**src/rtl/mixdot_pkg.sv**
```systemverilog
// Package: shared constants and the pipeline token type for the mixed-sign
// dot-product accumulator. Assumes 8-bit bytes and 32-bit result lanes.
package mixdot_pkg;
    localparam int BYTE_W = 8;
    localparam int LANE_W = 32;
    localparam int BYTES_PER_LANE = LANE_W / BYTE_W;
    // An unsigned-by-signed byte product lies in [-32640, 32385]: 17 bits signed.
    localparam int PROD_W = 17;
    // Two adder levels over four products add two bits.
    localparam int TREE_W = PROD_W + 2;

    localparam logic [7:0] OPC_TOP   = 8'h44;
    localparam logic [5:0] OPC_MID   = 6'b011110;
    localparam logic [1:0] SIZE_WORD = 2'd2;

    typedef enum logic [1:0] {
        TOK_NONE    = 2'd0,
        TOK_LEGAL   = 2'd1,
        TOK_ILLEGAL = 2'd2
    } tok_e;
endpackage

```
**src/rtl/mixdot_decode.sv**
```systemverilog
// Module: operation decoder. Checks the fixed opcode bits, the element-size
// field and the feature-enable bit. Register-number fields are ignored
// because the operands arrive directly as data. Purely combinational.
module mixdot_decode
    import mixdot_pkg::*;
(
    input  logic [31:0] op_word,
    input  logic        feat_en,
    output logic        legal
);
    logic top_ok;
    logic mid_ok;
    logic size_ok;
    logic unused_fields;

    // Fixed-bit pattern match.
    always_comb begin
        top_ok  = (op_word[31:24] == OPC_TOP) && (op_word[21] == 1'b0);
        mid_ok  = (op_word[15:10] == OPC_MID);
        size_ok = (op_word[23:22] == SIZE_WORD);
    end

    // Final verdict: pattern, size and feature all required.
    assign legal = top_ok && mid_ok && size_ok && feat_en;

    assign unused_fields = ^{op_word[20:16], op_word[9:0]};
endmodule

```
**src/rtl/mixdot_lane_tree.sv**
```systemverilog
// Module: one lane's product stage. Forms four unsigned-by-signed byte
// products and reduces them with a two-level adder tree. Assumes four bytes
// per lane; byte k of one operand pairs with byte k of the other.
module mixdot_lane_tree
    import mixdot_pkg::*;
#(
    parameter int BW = BYTE_W,
    parameter int PW = PROD_W,
    parameter int NB = BYTES_PER_LANE
) (
    input  logic [NB*BW-1:0]        u_bytes,
    input  logic [NB*BW-1:0]        s_bytes,
    output logic signed [PW+1:0]    tree_sum
);
    logic signed [PW-1:0] prod [NB];
    logic signed [PW:0]   pair [NB/2];

    for (genvar k = 0; k < NB; k++) begin : g_prod
        logic signed [PW-1:0] u_ext;
        logic signed [PW-1:0] s_ext;
        // Zero-extend the unsigned byte, sign-extend the signed byte, multiply.
        always_comb begin
            u_ext   = {{(PW-BW){1'b0}}, u_bytes[k*BW +: BW]};
            s_ext   = {{(PW-BW){s_bytes[k*BW+BW-1]}}, s_bytes[k*BW +: BW]};
            prod[k] = u_ext * s_ext;
        end
    end

    for (genvar j = 0; j < NB/2; j++) begin : g_pair
        // First adder level: neighbouring products.
        assign pair[j] = {prod[2*j][PW-1], prod[2*j]} + {prod[2*j+1][PW-1], prod[2*j+1]};
    end

    // Second adder level.
    assign tree_sum = {pair[0][PW], pair[0]} + {pair[1][PW], pair[1]};
endmodule

```
**src/rtl/mixdot_lane_acc.sv**
```systemverilog
// Module: one lane's accumulate stage. Sign-extends the tree sum, adds the
// 32-bit accumulator with wrap-around, and forces inactive lanes to zero.
module mixdot_lane_acc
    import mixdot_pkg::*;
#(
    parameter int LW = LANE_W,
    parameter int TW = TREE_W
) (
    input  logic signed [TW-1:0] tree_sum,
    input  logic [LW-1:0]        acc,
    input  logic                 active,
    output logic [LW-1:0]        result
);
    logic [LW-1:0] sum_ext;

    // Widen the tree sum and accumulate modulo 2^LW.
    always_comb begin
        sum_ext = {{(LW-TW){tree_sum[TW-1]}}, tree_sum};
        result  = active ? (acc + sum_ext) : '0;
    end
endmodule

```
**src/rtl/mixdot_accum.sv**
```systemverilog
// Module: top of the mixed-sign byte dot-product accumulator. Two register
// stages: stage 1 holds the per-lane tree sums, accumulators and lane mask;
// stage 2 holds the accumulated result. Rejected operations travel as an
// illegal token and leave as a one-cycle pulse without waiting for the
// consumer. Assumes operands are stable while in_valid is high.
module mixdot_accum
    import mixdot_pkg::*;
#(
    parameter int LANES = 4
) (
    input  logic                        clk,
    input  logic                        rst_n,
    input  logic                        in_valid,
    output logic                        in_ready,
    input  logic [31:0]                 op_word,
    input  logic                        feat_en,
    input  logic [$clog2(LANES+1)-1:0]  act_lanes,
    input  logic [LANES*LANE_W-1:0]     src_u,
    input  logic [LANES*LANE_W-1:0]     src_s,
    input  logic [LANES*LANE_W-1:0]     acc_in,
    output logic                        out_valid,
    input  logic                        out_ready,
    output logic                        illegal_op,
    output logic [LANES*LANE_W-1:0]     res_o
);
    localparam int ACT_W = $clog2(LANES+1);
    localparam int VEC_W = LANES * LANE_W;

    logic                     dec_legal;
    logic                     accept;
    logic                     s2_adv;
    logic [LANES-1:0]         act_mask;
    logic signed [TREE_W-1:0] tree_sum [LANES];
    logic [VEC_W-1:0]         s2_next;

    tok_e                     s1_tok;
    logic signed [TREE_W-1:0] s1_sum [LANES];
    logic [VEC_W-1:0]         s1_acc;
    logic [LANES-1:0]         s1_mask;

    tok_e                     s2_tok;
    logic [VEC_W-1:0]         s2_res;
    logic [LANES-1:0]         s2_mask;

    mixdot_decode u_dec (
        .op_word (op_word),
        .feat_en (feat_en),
        .legal   (dec_legal)
    );

    for (genvar g = 0; g < LANES; g++) begin : g_lane
        // Lane is live when its index is below the active count.
        assign act_mask[g] = (ACT_W'(g) < act_lanes);

        mixdot_lane_tree u_tree (
            .u_bytes  (src_u[g*LANE_W +: LANE_W]),
            .s_bytes  (src_s[g*LANE_W +: LANE_W]),
            .tree_sum (tree_sum[g])
        );

        mixdot_lane_acc u_acc (
            .tree_sum (s1_sum[g]),
            .acc      (s1_acc[g*LANE_W +: LANE_W]),
            .active   (s1_mask[g]),
            .result   (s2_next[g*LANE_W +: LANE_W])
        );
    end

    // Handshake: stage 2 moves unless it holds a legal result that is stalled.
    always_comb begin
        s2_adv   = !((s2_tok == TOK_LEGAL) && !out_ready);
        in_ready = (s1_tok == TOK_NONE) || s2_adv;
        accept   = in_valid && in_ready;
    end

    // Stage 1 register: capture tree sums, accumulators, mask and verdict.
    always_ff @(posedge clk) begin
        if (!rst_n) begin
            s1_tok  <= TOK_NONE;
            s1_acc  <= '0;
            s1_mask <= '0;
            for (int i = 0; i < LANES; i++) s1_sum[i] <= '0;
        end else if (in_ready) begin
            s1_tok <= accept ? (dec_legal ? TOK_LEGAL : TOK_ILLEGAL) : TOK_NONE;
            if (accept) begin
                s1_acc  <= acc_in;
                s1_mask <= act_mask;
                for (int i = 0; i < LANES; i++) s1_sum[i] <= tree_sum[i];
            end
        end
    end

    // Stage 2 register: accumulated result and the token that owns it.
    always_ff @(posedge clk) begin
        if (!rst_n) begin
            s2_tok  <= TOK_NONE;
            s2_res  <= '0;
            s2_mask <= '0;
        end else if (s2_adv) begin
            s2_tok  <= s1_tok;
            s2_res  <= s2_next;
            s2_mask <= s1_mask;
        end
    end

    assign out_valid  = (s2_tok == TOK_LEGAL);
    assign illegal_op = (s2_tok == TOK_ILLEGAL);
    assign res_o      = s2_res;

    AST_STALL_HOLD: assert property (@(posedge clk) disable iff (!rst_n)
        (out_valid && !out_ready) |=> (out_valid && $stable(res_o)));

    AST_ACCEPT_LOAD: assert property (@(posedge clk) disable iff (!rst_n)
        (in_valid && in_ready && dec_legal) |=> (s1_tok == TOK_LEGAL));

    AST_ILLEGAL_SRC: assert property (@(posedge clk) disable iff (!rst_n)
        illegal_op |-> ($past(s1_tok) == TOK_ILLEGAL));

    AST_NO_DUAL: assert property (@(posedge clk) disable iff (!rst_n)
        illegal_op |-> !out_valid);

    for (genvar g = 0; g < LANES; g++) begin : g_tail_chk
        AST_ZERO_TAIL: assert property (@(posedge clk) disable iff (!rst_n)
            (out_valid && !s2_mask[g]) |-> (res_o[g*LANE_W +: LANE_W] == '0));
    end
endmodule

```
**config.mk**
```make
export PLATFORM = sky130hd
export DESIGN_NAME = mixdot_accum
export DESIGN_NICKNAME = d
export VERILOG_FILES = /design/src/rtl/mixdot_pkg.sv /design/src/rtl/mixdot_decode.sv /design/src/rtl/mixdot_lane_tree.sv /design/src/rtl/mixdot_lane_acc.sv /design/src/rtl/mixdot_accum.sv
export SDC_FILE = /design/constraint.sdc
export NUM_CORES = 2
export LEC_CHECK = 0
export BUFFER_PORTS_ARGS = -buffer_cell sky130_fd_sc_hd__buf_2
export CAP_MARGIN = 0
export CORE_ASPECT_RATIO = 1.1
export CORE_MARGIN = 3
export CORE_UTILIZATION = 45
export CTS_CLUSTER_SIZE = 28
export DETAILED_ROUTE_END_ITERATION = 8
export GPL_TIMING_DRIVEN = 0
export PLACE_DENSITY = 0.7
export SLEW_MARGIN = 20
export SYNTH_ARGS = -nofsm -noshare
export SYNTH_HDL_FRONTEND = slang
export SYNTH_HIERARCHICAL = 1
export SYNTH_SLANG_ARGS = --single-unit
```
**constraint.sdc**
```tcl
create_clock -name clk -period 8.9 [get_ports clk]
set_clock_uncertainty 0.05 [all_clocks]
set_input_delay 1.78 -clock clk [delete_from_list [all_inputs] [get_ports clk]]
set_output_delay 1.78 -clock clk [all_outputs]
set_load 0.01 [all_outputs]
```
==> out/summary.txt <==
Root Buffer: clkbuf_16
global-route wire length before repair: 268000 um
Synth cell types: 81
max cap viols: 0
Die Area: 136000 sq um
HP Start: res_o[22]
Cell Rows: 139
DR pass1 iterations: 5
Cells on Worst Hold Path: 2
Startpoint Class: primary input
clk buf depth: 3
Reg-to-Reg End: res_o[126]
register area share after synthesis: 12.7%
Num CTS Buffers: 39
Reg area: 7570 sq um
Seq cells post-synth: 340
Die Ht: 387 um
final worst-path cycle share: 92.9%
routed wire length: 170000 um
worst slew pin tran: 1.17 ns
Overflow after GRT: 0
area of the multi-input gates: 45900 sq um
met1 wire length: 70400 um
status: complete, no violations
Critical Path Fanout Max: 8
Post-synth EDFFs: 76
cell mode on critical path: fa_1
Worst-path clk slew: 0.06 ns
Met2 Wirelength: 82400 um
IO Port Bufs: 538
P&R area growth vs syn: 10.6%
fin crit period: 8.27 ns
core footprint: 131000 sq um
Fillers: 12400
Hold Crit Class: reg2reg
Pins Over Slew Limit: 0
post-synthesis net count: 8803
Worst Path Required: 9.27 ns
mean post-synth cell area: 8.84 sq um
Design Area, Final: 65700 sq um
I/O pins: 555
effective utilization at floorplan: 45.4%
Reg2Reg Depth: 12
endpoints failing hold: 0
YS warnings: 6
Crit-path slowest cell: xnor2_1
flop2flop setup slack: 5.08 ns
Cell Chain, Critical Path: buf_2, and2_1, fa_1, inv_1, fa_1, fa_1, inv_1, fa_1, fa_1, fa_1, fa_1, inv_1, fa_1, inv_1, ha_1, nand3_1, o22ai_1, nor4_2, o31ai_2, a221oi_2, xnor2_1, and3_1
number of global-route vias before repair: 48900
fraction of registers with async set/reset: 0%
hold buffers post-CTS: 0
dominant synthesized flop cell: dfxtp_1
reg-to-reg startpoint: s1_sum[3][0]
Die X: 352 um
share of cells above drive strength 1: 9.63%
H-tree depth: 2
RSZ-0062 raised after global routing: false
Via density: 5.16
DRT iter0 DRCs: 2917
fin cells: 9124
gp weighted congestion: 0.928
buffers and inverters on the worst path: 5
Max-slew headroom: 22.2%
CTS tree: done
Syn Std Cell Area: 59400 sq um
initial antenna violation count: 45
Slowest Stage Delay on Critical Path: 0.66 ns
WS Path Type: in2reg
highest clock rate: 121 MHz
GRT Overall Usage: 24.9%
final setup violation count: 0
number of setup buffers added after CTS: 0
Worst Setup End Kind: flop
family with the most delay on the worst path: adder cells
Critical Path AT: 8.64 ns
routed wl met3: 10800 um
Final ANT Viol Nets: 0
fin nets: 9384
detailed-route wire length per cell: 18.6 um
clk_lat worst skew: 0.58 ns
Cells after Synth: 6719
Placed Cells: 9021
vias: 47100
dpl hpwl: 148000 um
DR top layer: met5
post-CTS sizing: 0
DR DRC count: 0
largest net degree at the start of global routing: 40
Setup TNS Final: 0 ns
placed cell area: 64400 sq um
Sink Count: 340
hold endpoint: res_o[22]
-- stage by stage --
stage / util [%] / hold WS [ns] / setup slack, ns
after global routing: 50.2 / 0.417 / 0.497
after CTS: 50.2 / 0.400 / 0.748
after detailed placement: 49.2 / 0.392 / 0.149
after global placement: 49.2 / 0.386 / 0.180
after floorplan: - / 0.388 / 0.997
final: 50.2 / 0.397 / 0.630
-- worst max-delay path by stage --
| stage | start | to | slack (ns) | cells after the start |
|---|---|---|---|---|
| 2_1_floorplan | src_u[19] | s1_sum[0][17] | 1.0 | 21 |
| 3_3_place_gp | src_s[73] | s1_sum[2][18] | 0.18 | 22 |
| 3_5_place_dp | src_s[73] | s1_sum[2][18] | 0.15 | 22 |
| 4_1_cts | src_s[7] | s1_sum[0][18] | 0.75 | 22 |
| 5_1_grt | src_s[73] | s1_sum[2][18] | 0.50 | 22 |
| 6_report | src_s[73] | s1_sum[2][18] | 0.63 | 22 |
-- worst register-to-register path, delay by kind of cell, from the launching register on --
kind	cells	cell delay, ns
adder cells (fa/ha/maj)	2	0.64
AND/OR/NAND/NOR	2	0.31
multiplexers	1	0.25
AO/OA/AOI/OAI	6	1.98
buffers and inverters	1	0.07
flip-flops	1	0.44
-- cell usage in the layout, fill, tap and decap left out, types with 12 or more instances in the layout --
cell	n
nor3_1	45
mux2i_1	151
diode_2	33
nand2b_1	75
and2_1	608
dfxtp_1	264
ha_1	728
nand2_1	968
a31oi_1	32
clkbuf_16	40
nand3_1	35
nor2_1	202
xor2_1	54
buf_2	544
o211ai_1	19
inv_1	1386
fa_1	932
xnor2_1	106
edfxtp_1	76
a211oi_1	29
nor2b_1	70
and3_1	92
nand4_1	29
or2_2	12
o21a_1	23
a21o_1	68
clkbuf_1	130
a21oi_1	278
buf_6	21
o21ai_0	96
-- cells in the mapped netlist, types with 35 or more instances --
cell type | count | share of area, %
nor2_1 | 202 | 1.3
xor2_1 | 54 | 0.80
a21o_1 | 68 | 0.86
edfxtp_1 | 76 | 3.8
nor3_1 | 45 | 0.38
xnor2_1 | 106 | 1.6
a21oi_1 | 278 | 2.3
nand2_1 | 969 | 6.1
mux2i_1 | 151 | 2.5
fa_1 | 932 | 31
ha_1 | 728 | 15
nor2b_1 | 70 | 0.74
nand2b_1 | 75 | 0.79
o21ai_0 | 96 | 0.81
dfxtp_1 | 264 | 8.9
and2_1 | 608 | 6.4
clkbuf_1 | 128 | 0.81
and3_1 | 92 | 0.97
nand3_1 | 35 | 0.29
inv_1 | 1386 | 8.8
-- state kept, by name, summed over array words and instances (netlist names) --
| name | flops |
|---|---|
| s1_mask | 4 |
| s1_sum | 76 |
| s2_tok | 2 |
| s1_tok | 2 |
| s1_acc | 128 |
| res_o | 128 |
-- kinds of logic after synthesis --
| kind of cell | after synthesis | synth area share [%] |
|---|---|---|
| XOR/XNOR | 160 | 2.36 |
| AND/OR/NAND/NOR | 2185 | 18.1 |
| adder cells (fa/ha/maj) | 1660 | 46.7 |
| flip-flops | 340 | 12.7 |
| AO/OA/AOI/OAI | 679 | 7.48 |
| multiplexers | 152 | 2.56 |
| buffers and inverters | 1543 | 10.0 |
-- layer usage --
| layer | track usage [%] | up-vias |
|---|---|---|
| li1 | - | 22100 |
| met1 | 32.1 | 23300 |
| met2 | 42.4 | 1342 |
| met3 | 4.29 | 273 |
| met4 | 8.01 | 14 |
| met5 | 0 | - |
-- cell type report --
| class | count | share of cell area, % |
|---|---|---|
| Multi-Input combinational cell | 4836 | 69.9 |
| Sequential cell | 340 | 11.5 |
| Inverter | 1389 | 7.94 |
| Timing Repair Buffer | 540 | 4.15 |
| Tap cell | 1762 | 3.36 |
| Clock buffer | 48 | 1.63 |
| Buffer | 154 | 1.12 |
| Clock inverter | 22 | 0.280 |
| Antenna cell | 33 | 0.126 |
Power is left out: the tool's default activity adds up to more than one toggle a clock period on the data nets, which glitch-free logic cannot reach.
